$ cat config.mk
export PLATFORM = sky130hd
export DESIGN_NAME = wd_supervisor
export DESIGN_NICKNAME = d
export VERILOG_FILES = /design/src/rtl/wds_pkg.sv /design/src/rtl/wds_sync.sv /design/src/rtl/wds_wdog.sv /design/src/rtl/wds_fsm.sv /design/src/rtl/wd_supervisor.sv
export SDC_FILE = /design/constraint.sdc
export NUM_CORES = 1
export LEC_CHECK = 0
export BUFFER_PORTS_ARGS = -buffer_cell sky130_fd_sc_hd__buf_2
export CORE_AREA = 5 5 54 103
export CTS_CLUSTER_DIAMETER = 120
export DETAILED_ROUTE_END_ITERATION = 10
export DIE_AREA = 0 0 59 108
export HOLD_SLACK_MARGIN = 0.15
export PLACE_DENSITY_LB_ADDON = 0.2
export REMOVE_ABC_BUFFERS = 1
export SYNTH_ARGS = -nofsm -noshare
export SYNTH_HDL_FRONTEND = slang
export SYNTH_SLANG_ARGS = --single-unit
$ cat constraint.sdc
create_clock -name clk -period 2.4 [get_ports clk]
set_input_delay 0.12 -clock clk [delete_from_list [all_inputs] [get_ports clk]]
set_output_delay 0.12 -clock clk [all_outputs]
set_load 0.02 [all_outputs]
$ cat src/rtl/wds_pkg.sv
package wds_pkg;
    typedef enum logic [1:0] {
        WDS_LOWLINE = 2'd0,
        WDS_STRETCH = 2'd1,
        WDS_RUN     = 2'd2
    } wds_state_e;
endpackage

$ cat src/rtl/wds_sync.sv
module wds_sync #(
    parameter int WIDTH  = 1,
    parameter int STAGES = 2
) (
    input  logic             clk,
    input  logic             rst_n,
    input  logic [WIDTH-1:0] d_i,
    output logic [WIDTH-1:0] q_o
);
    logic [STAGES-1:0][WIDTH-1:0] chain_q;

    always_ff @(posedge clk or negedge rst_n) begin
        if (!rst_n) begin
            chain_q <= '0;
        end else begin
            chain_q[0] <= d_i;
            for (int i = 1; i < STAGES; i++) begin
                chain_q[i] <= chain_q[i-1];
            end
        end
    end

    assign q_o = chain_q[STAGES-1];
endmodule

$ cat src/rtl/wds_wdog.sv
module wds_wdog #(
    parameter int LONG_TICKS  = 4096,
    parameter int SHORT_TICKS = 1024
) (
    input  logic clk,
    input  logic rst_n,
    input  logic run_i,
    input  logic edge_i,
    input  logic float_i,
    input  logic short_sel_i,
    output logic expire_o
);
    localparam int CW = $clog2(LONG_TICKS + 1);
    localparam logic [CW-1:0] LONG_LAST  = CW'(LONG_TICKS - 1);
    localparam logic [CW-1:0] SHORT_LAST = CW'(SHORT_TICKS - 1);

    logic [CW-1:0] cnt_q;
    logic          long_q;
    logic [CW-1:0] last;

    assign last     = (long_q || !short_sel_i) ? LONG_LAST : SHORT_LAST;
    assign expire_o = run_i && !float_i && !edge_i && (cnt_q == last);

    always_ff @(posedge clk or negedge rst_n) begin
        if (!rst_n) begin
            cnt_q  <= '0;
            long_q <= 1'b1;
        end else begin
            if (!run_i || float_i || edge_i || expire_o) begin
                cnt_q <= '0;
            end else begin
                cnt_q <= cnt_q + 1'b1;
            end
            if (!run_i) begin
                long_q <= 1'b1;
            end else if (edge_i) begin
                long_q <= 1'b0;
            end
        end
    end


    grace_after_rst_chk: assert property (@(posedge clk) disable iff (!rst_n)
        !run_i |=> long_q);

    strobe_restart_chk: assert property (@(posedge clk) disable iff (!rst_n)
        edge_i |=> (cnt_q == '0));

    float_hold_chk: assert property (@(posedge clk) disable iff (!rst_n)
        float_i |=> (cnt_q == '0));

    cnt_range_chk: assert property (@(posedge clk) disable iff (!rst_n)
        cnt_q <= LONG_LAST);
endmodule

$ cat src/rtl/wds_fsm.sv
module wds_fsm
    import wds_pkg::*;
#(
    parameter int HOLD_TICKS = 512
) (
    input  logic clk,
    input  logic rst_n,
    input  logic low_i,
    input  logic edge_i,
    input  logic expire_i,
    output logic run_o,
    output logic fault_n_o
);
    localparam int HW = $clog2(HOLD_TICKS + 1);
    localparam logic [HW-1:0] HOLD_LAST = HW'(HOLD_TICKS - 1);

    wds_state_e    state_q, state_d;
    logic [HW-1:0] hold_q, hold_d;
    logic          fault_n_q;

    always_comb begin
        state_d = state_q;
        hold_d  = hold_q;
        unique case (state_q)
            WDS_LOWLINE: begin
                if (!low_i) begin
                    state_d = WDS_STRETCH;
                    hold_d  = '0;
                end
            end
            WDS_STRETCH: begin
                if (low_i) begin
                    state_d = WDS_LOWLINE;
                end else if (hold_q == HOLD_LAST) begin
                    state_d = WDS_RUN;
                end else begin
                    hold_d = hold_q + 1'b1;
                end
            end
            WDS_RUN: begin
                if (low_i) begin
                    state_d = WDS_LOWLINE;
                end else if (expire_i) begin
                    state_d = WDS_STRETCH;
                    hold_d  = '0;
                end
            end
            default: state_d = WDS_LOWLINE;
        endcase
    end

    always_ff @(posedge clk or negedge rst_n) begin
        if (!rst_n) begin
            state_q <= WDS_STRETCH;
            hold_q  <= '0;
        end else begin
            state_q <= state_d;
            hold_q  <= hold_d;
        end
    end

    always_ff @(posedge clk or negedge rst_n) begin
        if (!rst_n) begin
            fault_n_q <= 1'b1;
        end else if (low_i) begin
            fault_n_q <= 1'b1;
        end else if (state_q == WDS_RUN && expire_i) begin
            fault_n_q <= 1'b0;
        end else if (state_q == WDS_RUN && edge_i) begin
            fault_n_q <= 1'b1;
        end
    end

    assign run_o     = (state_q == WDS_RUN);
    assign fault_n_o = fault_n_q;


    lowline_rst_chk: assert property (@(posedge clk) disable iff (!rst_n)
        low_i |=> !run_o);

    stretch_len_chk: assert property (@(posedge clk) disable iff (!rst_n)
        $rose(run_o) |-> ($past(hold_q) == HOLD_LAST));

    ignore_in_rst_chk: assert property (@(posedge clk) disable iff (!rst_n)
        (!run_o && edge_i && !low_i) |=> $stable(fault_n_o));

    fault_on_expire_chk: assert property (@(posedge clk) disable iff (!rst_n)
        (run_o && expire_i && !low_i) |=> (!fault_n_o && !run_o));

    lowline_fault_chk: assert property (@(posedge clk) disable iff (!rst_n)
        low_i |=> fault_n_o);
endmodule

$ cat src/rtl/wd_supervisor.sv
module wd_supervisor #(
    parameter int HOLD_TICKS  = 512,
    parameter int LONG_TICKS  = 4096,
    parameter int SHORT_TICKS = 1024
) (
    input  logic clk,
    input  logic rst_n,
    input  logic low_line_i,
    input  logic strobe_i,
    input  logic strobe_float_i,
    input  logic short_sel_i,
    output logic reset_n_o,
    output logic reset_o,
    output logic wd_fault_n_o
);
    localparam int SYNC_W = 3;

    logic [SYNC_W-1:0] raw_in, syn_out;
    logic low_s, strobe_s, float_s, strobe_prev_q, strobe_edge;
    logic run, expire;

    assign raw_in = {strobe_float_i, strobe_i, low_line_i};

    wds_sync #(.WIDTH(SYNC_W), .STAGES(2)) u_sync (
        .clk   (clk),
        .rst_n (rst_n),
        .d_i   (raw_in),
        .q_o   (syn_out)
    );

    assign low_s    = syn_out[0];
    assign strobe_s = syn_out[1];
    assign float_s  = syn_out[2];

    always_ff @(posedge clk or negedge rst_n) begin
        if (!rst_n) begin
            strobe_prev_q <= 1'b0;
        end else begin
            strobe_prev_q <= strobe_s;
        end
    end

    assign strobe_edge = strobe_s ^ strobe_prev_q;

    wds_wdog #(.LONG_TICKS(LONG_TICKS), .SHORT_TICKS(SHORT_TICKS)) u_wdog (
        .clk         (clk),
        .rst_n       (rst_n),
        .run_i       (run),
        .edge_i      (strobe_edge),
        .float_i     (float_s),
        .short_sel_i (short_sel_i),
        .expire_o    (expire)
    );

    wds_fsm #(.HOLD_TICKS(HOLD_TICKS)) u_fsm (
        .clk       (clk),
        .rst_n     (rst_n),
        .low_i     (low_s),
        .edge_i    (strobe_edge),
        .expire_i  (expire),
        .run_o     (run),
        .fault_n_o (wd_fault_n_o)
    );

    assign reset_n_o = run;
    assign reset_o   = !run;
endmodule

; Yosys cells after proc, flatten, opt, wreduce, memory -nomap -nowiden
; Index checks and enable logic that the tools add are counted.
[op_classes]
add_sub_neg = 2
n_eq_ne = 12
n_mux = 19
bitwise_logic = 1
reduce_logical = 18
[ops]
columns = op, n
row1 = $mux 10, 5
row2 = $pmux 10 s3, 1
row3 = $add 13x1->13 const B, 1
row4 = $eq 13x13->1, 1
row5 = $mux 13, 1
row6 = $mux 12, 1
row7 = $add 10x1->10 const B, 1
row8 = $eq 10x9->1 const B, 1
row9 = $mux 2, 5
row10 = $ne 2x2->1 const B, 4
row11 = $ne 3x2->1 const B, 2
row12 = $pmux 2 s3, 1
row13 = $reduce_and 6->1, 1
row14 = $reduce_bool 3->1, 2
row15 = $logic_and 1x1->1, 5
row16 = $mux 1, 5
row17 = $logic_not 1->1, 4
row18 = $logic_or 1x1->1, 4
row19 = $ne 2x1->1 const B, 2
row20 = $reduce_and 3->1, 1
row21 = $eq 2x1->1 const B, 1
row22 = $eq 2x2->1 const B, 1
row23 = $logic_not 2->1, 1
row24 = $xor 1x1->1, 1
[word_totals]
register_bits = 34
in_bits = 6
out_inout_bits = 3
word_cells = 60

; Depth between registers and ports, before layout
[logic_depth]
ltp_word = 8
depth_mapped = 7
ltp_nobuf = 7

; By module
; A second synthesis with hierarchy kept.
[hier_totals]
hier_cells = 161
area_unflattened_um2 = 1652.8
[by_module_without_submodules]
columns = mod, instances, cells_each, area_per_inst_um2, seq_area_each_um2
row1 = wds_fsm, 1, 80, 732.0, 327.8
row2 = wds_wdog, 1, 69, 710.7, 351.6
row3 = wds_sync, 1, 9, 172.7, 150.1
row4 = wd_supervisor, 1, 3, 37.5, 25.0

; Worst setup path before layout
; No wires, ideal clock.
[synth_path]
path_kind = reg-to-reg
from = register u_fsm.state_q[0]
to = register u_fsm.hold_q[2]
setup_time_ps = 126
arrival_ps = 2049
required_time_ps = 2274
path_slack_ps = 225
stages_incl_launch_ff = 7
n_path_buf = 0
period_less_slack_ps = 2175
path_cell_list = dfstp_2 > and2b_4 > inv_2 > or3_4 > o41ai_4 > nand3_2 > a221o_1
[synth_between]
elab_chain_len = 6
word_cells_on_any_way = 14
cone_classes = eq/ne: 7 / mux: 1 / reduce/logical: 6
[synth_rtl]
columns = item, line
row1 = from (decl), wds_fsm.sv:17  ; wds_state_e state_q, state_d;
row2 = from (signal assigned), wds_fsm.sv:57  ; state_q <= state_d;
row3 = $eq 2x2->1 (*), wds_fsm.sv:74  ; assign run_o = (state_q == WDS_RUN);
row4 = via reset_n_o, wd_supervisor.sv:12  ; output logic reset_n_o,
row5 = $logic_and 1x1->1 (3 in a row), wds_wdog.sv:22  ; assign expire_o = run_i && !float_i && !edge_i && (cnt_q == last);
row6 = $ne 2x1->1 (no line), n/a
row7 = $reduce_and 6->1 (no line), n/a
row8 = to (signal assigned), wds_fsm.sv:58  ; hold_q <= hold_d;
row9 = to (decl), wds_fsm.sv:18  ; logic [HW-1:0] hold_q, hold_d;
; The timed path passes the listed nets; every way through them passes the cells marked *.
; A chain may end at the register's enable or synchronous reset.

; Final worst setup path
[layout_path]
from = register u_wdog.cnt_q[0]
to = register u_fsm.hold_q[2]
[layout_between]
elab_chain_len = 4
[layout_rtl]
columns = item, line
row1 = from (decl), wds_wdog.sv:17  ; logic [CW-1:0] cnt_q;
row2 = from (signal assigned), wds_wdog.sv:32  ; cnt_q <= cnt_q + 1'b1;
row3 = $eq 13x13->1, wds_wdog.sv:22
row4 = $logic_and 1x1->1, wds_wdog.sv:22
row5 = $ne 2x1->1 (no line), n/a
row6 = $reduce_and 6->1 (no line), n/a
; No other way between the ends.

==> results.md <==
- The vias after detailed routing is about 1100.
- The power dissipated by switching net loads is just under 300 uW.
- The final non-filler cell total is 222.
- The slack of the worst reg-to-reg path is 180 ps.
- Across every metal layer, demand over resource in global routing totals 0.115.
- The via density per instance is 5.05.
- The highest metal layer with signal wires is met4.
- Setup repair after global routing left no endpoint under its margin.
- Pin placement for this block handled 9 I/O pins.
- After detailed placement, the design holds a cell count of 210.
- The switching power as a share of total power is 0.251.
- The number of cell instances on the worst register-to-register path is 6.
- Of the total power, the clock network draws 0.368.
- The TritonCTS clock tree is done.
- The post-route met1 wirelength is 1210 um.
- The leakage power of the design is roughly 0.77 nW.
- The clock net in this run drives a total of 34 sinks.
- The clock tree synthesis step divided the H-tree into 2 levels.
- The total count of hold-check failures in the final report is 0.
- In the finished design, the share of the clock period the worst path needs comes to 0.927.
- The internal power is about 890 uW.
- For the worst setup path, the data required time is roughly 2600 ps.
- The total power divided by cell area is about 660 mW/mm2.
- The critical path launch point type is a flip-flop.
- The max-slew headroom at the worst pin is 0.495.
- The register clock-pin slew on the reported worst setup and hold paths is 70 ps.
- At the end of routability-driven placement, the weighted congestion stood at 0.774.
- The synthesized netlist occupies a cell area of 0.00157 mm2.
- During synthesis, Yosys emitted a total of 0 warnings.
- Of the total power, combinational logic draws 0.074.
- The area overhead of the layout relative to synthesis is 15.3%.
- For the pin with the worst max-slew slack, the measured transition is around 760 ps.
- The post-synthesis compound-gate area fraction came to 0.106.
- The maximum clock rate is 450 MHz.
- The remaining global-route overflow is 0.
- The number of buffers added by the clock tree synthesis step is 5.
- In the layout the commonest cells are sky130_fd_sc_hd__dfrtp_1 (31), sky130_fd_sc_hd__nor2_1 (20), sky130_fd_sc_hd__nand2_1 (12).
- The via count of the first global-routing pass is approximately 1200.
- The die area is 0.00637 mm2.
- The remaining routing DRC violations is 0.
- The floorplan has 35 rows.
- The synthesized area per cell is 10.6 um2.
- The first global-routing pass estimated 5540 um of wire.
- The met2 wire length is about 1800 um.
- The type of the worst min-delay path is reg2reg.
- The pin count of the biggest net entering global routing is 35.
- Following the worst setup path forward leads to its endpoint at u_fsm.hold_q[2]$_DFFE_PN0P_.
- The synthesized netlist cell count is 148.
- Counting flops with an async set or reset pin after synthesis yields a share of 1.00.
- The number of enable-type register cells in the synthesized netlist is 0.
- In this run the clock root is driven by a sky130_fd_sc_hd__clkbuf_8.
- The startpoint of the worst setup timing path is u_wdog.cnt_q[0]$_DFF_PN0_.
- The run finished with clean final reports.
- The number of iterations in the first detailed-routing pass is 4.
- The total count of max-transition violations in the final report is 0.
- The final layout contains 174 nets.
- The tool flagged a number of max-cap violations equal to 0.
- Of the post-synthesis cell area, the part taken by muxes is 0.0264.
- The worst register-to-register path begins at u_wdog.cnt_q[0]$_DFF_PN0_.
- The total wire length after detailed routing is 3120 um.
- The main combinational cell family by area after synthesis is simple AND/OR/NAND/NOR gates.
- Counting along the longest clock path gives a buffer depth of 2.
- The share of total power dissipated in sequential elements is 0.557.
- The most instantiated flip-flop cell in the synthesis netlist is sky130_fd_sc_hd__dfrtp_1.
- After detailed routing, the average wire length per cell comes to around 14 um.
- The width of the die is 59 um.
- Setup violations remaining at the end of the flow were counted as 0.
- The post-synthesis adder-cell area fraction is 0.0160.
- The largest voltage drop on the vdd net is about 0.55 mV.
- The repair_antennas step left the layout with diodes totalling 0.
- The capturing element type of the critical path is a flip-flop.
- The worst register-to-register path ends at u_fsm.hold_q[2]$_DFFE_PN0P_.
- In this run the worst path has a maximum fanout of 6.
- The xor/xnor cell area share of the yosys netlist is 0.0616.
- The core region is 0.00464 mm2.
- The number of synthesized register bits is 34.
- The post-synthesis simple-gate area fraction is 0.223.
- Synthesis instantiated 41 different standard cells from the library.
- Of the cells placed in the final design, the portion with a size suffix greater than 1 is 0.162.
- Summed over all nets, wire length on met3 after detailed routing comes to 65 um.
- The post-CTS setup repair buffer count is 0.
- Leaving out fill and tap cells, the most frequent cell in the layout is sky130_fd_sc_hd__dfrtp_1.
- The clock arrives with 4.02 ps of skew.
- The sum of negative setup slack is 0 ps.
- The shortest period the worst path allows is around 2200 ps.
- The detail route stage leaves a number of antenna-violating nets equal to 0.
- The initial antenna violation count is 0.
- The first routing iteration left between 40 and 50 violations.
- For this run, the register share of the synthesized area comes to 0.546.
- Data arrives at the worst endpoint at 2390 ps.
- The initial utilization of the core area, before any placement, comes to 0.337.
- By startpoint and endpoint, the worst setup path is classified as reg2reg.
- The detailed-placement wirelength estimate is 2220 um.
- The die outline height is 108 um.
- The count of port buffers added during placement is 8.
- The clock latency reported for the late side of the worst-skew pair is 280 ps.
## synth_stat cells, types with 3 or more instances
cell | count | share of area
sky130_fd_sc_hd__a21oi_1 | 4 | 0.013
sky130_fd_sc_hd__a31oi_1 | 4 | 0.016
sky130_fd_sc_hd__dfrtp_1 | 31 | 0.50
sky130_fd_sc_hd__dfstp_2 | 3 | 0.050
sky130_fd_sc_hd__inv_1 | 5 | 0.012
sky130_fd_sc_hd__mux2i_1 | 3 | 0.019
sky130_fd_sc_hd__nand2_1 | 12 | 0.029
sky130_fd_sc_hd__nand3_1 | 8 | 0.026
sky130_fd_sc_hd__nand4_1 | 3 | 0.012
sky130_fd_sc_hd__nor2_1 | 20 | 0.048
sky130_fd_sc_hd__nor3_1 | 3 | 0.0096
sky130_fd_sc_hd__or3_1 | 4 | 0.016
sky130_fd_sc_hd__xnor2_1 | 3 | 0.017
sky130_fd_sc_hd__xor2_1 | 8 | 0.045
## critical path, stage by stage (launching register included)
cell and delay, ps:
sky130_fd_sc_hd__dfrtp_1 400, sky130_fd_sc_hd__ha_1 200, sky130_fd_sc_hd__nand3_1 100, sky130_fd_sc_hd__or3_1 430
sky130_fd_sc_hd__o41ai_4 380, sky130_fd_sc_hd__nand3_2 220, sky130_fd_sc_hd__a221o_1 380
## registers in the layout (all words and copies together), names as in the netlist
register and flops:
u_fsm.fault_n_o 1, u_sync.q_o 3, u_sync.chain_q 3, u_wdog.cnt_q 13, strobe_prev_q 1, u_fsm.state_q 2
u_fsm.hold_q 10, u_wdog.long_q 1
## routing by layer
metal / track usage / up-vias
met5: 0 / -
li1: - / 553
met3: 0.0287 / 7
met2: 0.211 / 11
met4: 0.0632 / 0
met1: 0.113 / 551
## power by group through the flow
stage	Clock [mW]	Combinational, mW	Sequential (mW)
global route	0.487	0.102	0.667
finish	0.436	0.0878	0.660
global placement	0	0.0804	0.667
CTS	0.460	0.0907	0.659
floorplan	0	0.0572	0.659
detailed placement	0	0.0845	0.669
## timing repair
action                    in CTS  in global routing
gates resized for setup        0                  0
hold endpoints to repair      34                  0
hold buffers                   4                  0
## through the flow
stage	area (um2)	utilization	setup slack, ps	power, mW	hold WS (ps)
after floorplan	1560	-	225	0.716	-176
after global placement	1670	0.361	250	0.747	220
after detailed placement	1670	0.361	163	0.754	230
after CTS	1810	0.389	167	1.21	347
after global routing	1810	0.389	50.0	1.26	364
final	1810	0.389	176	1.18	346
## final cells by class
type	count	area, um2
repair buffers	13	87.6
clock buffers	7	86.3
well taps	55	68.8
fillers	494	2840
flip-flops and latches	34	855
inverters	7	26.3
multi-input cells	105	677
clock inverters	1	5.00
## worst min-delay path by stage
| stage | start | to | cells after the start |
|---|---|---|---|
| finish | u_sync.chain_q[2]$_DFF_PN0_ | u_sync.q_o[2]$_DFF_PN0_ | 0 |
| global route | u_sync.chain_q[2]$_DFF_PN0_ | u_sync.q_o[2]$_DFF_PN0_ | 0 |
| CTS | u_sync.chain_q[2]$_DFF_PN0_ | u_sync.q_o[2]$_DFF_PN0_ | 0 |
| detailed placement | low_line_i | u_sync.chain_q[0]$_DFF_PN0_ | 1 |
| global placement | rst_n | u_wdog.cnt_q[10]$_DFF_PN0_ | 1 |
| floorplan | rst_n | strobe_prev_q$_DFF_PN0_ | 0 |
## cells by family (layout without fill, tap and decap cells)
| logic type | Yosys count | count (layout) |
|---|---|---|
| AND/OR/NAND/NOR | 67 | 67 |
| flip-flops | 34 | 34 |
| AO/OA/AOI/OAI | 21 | 21 |
| XOR/XNOR | 11 | 11 |
| buffers and inverters | 9 | 28 |
| multiplexers | 4 | 4 |
| adder cells (fa/ha/maj) | 2 | 2 |
Note: power is estimated with default switching activity, not from simulation.
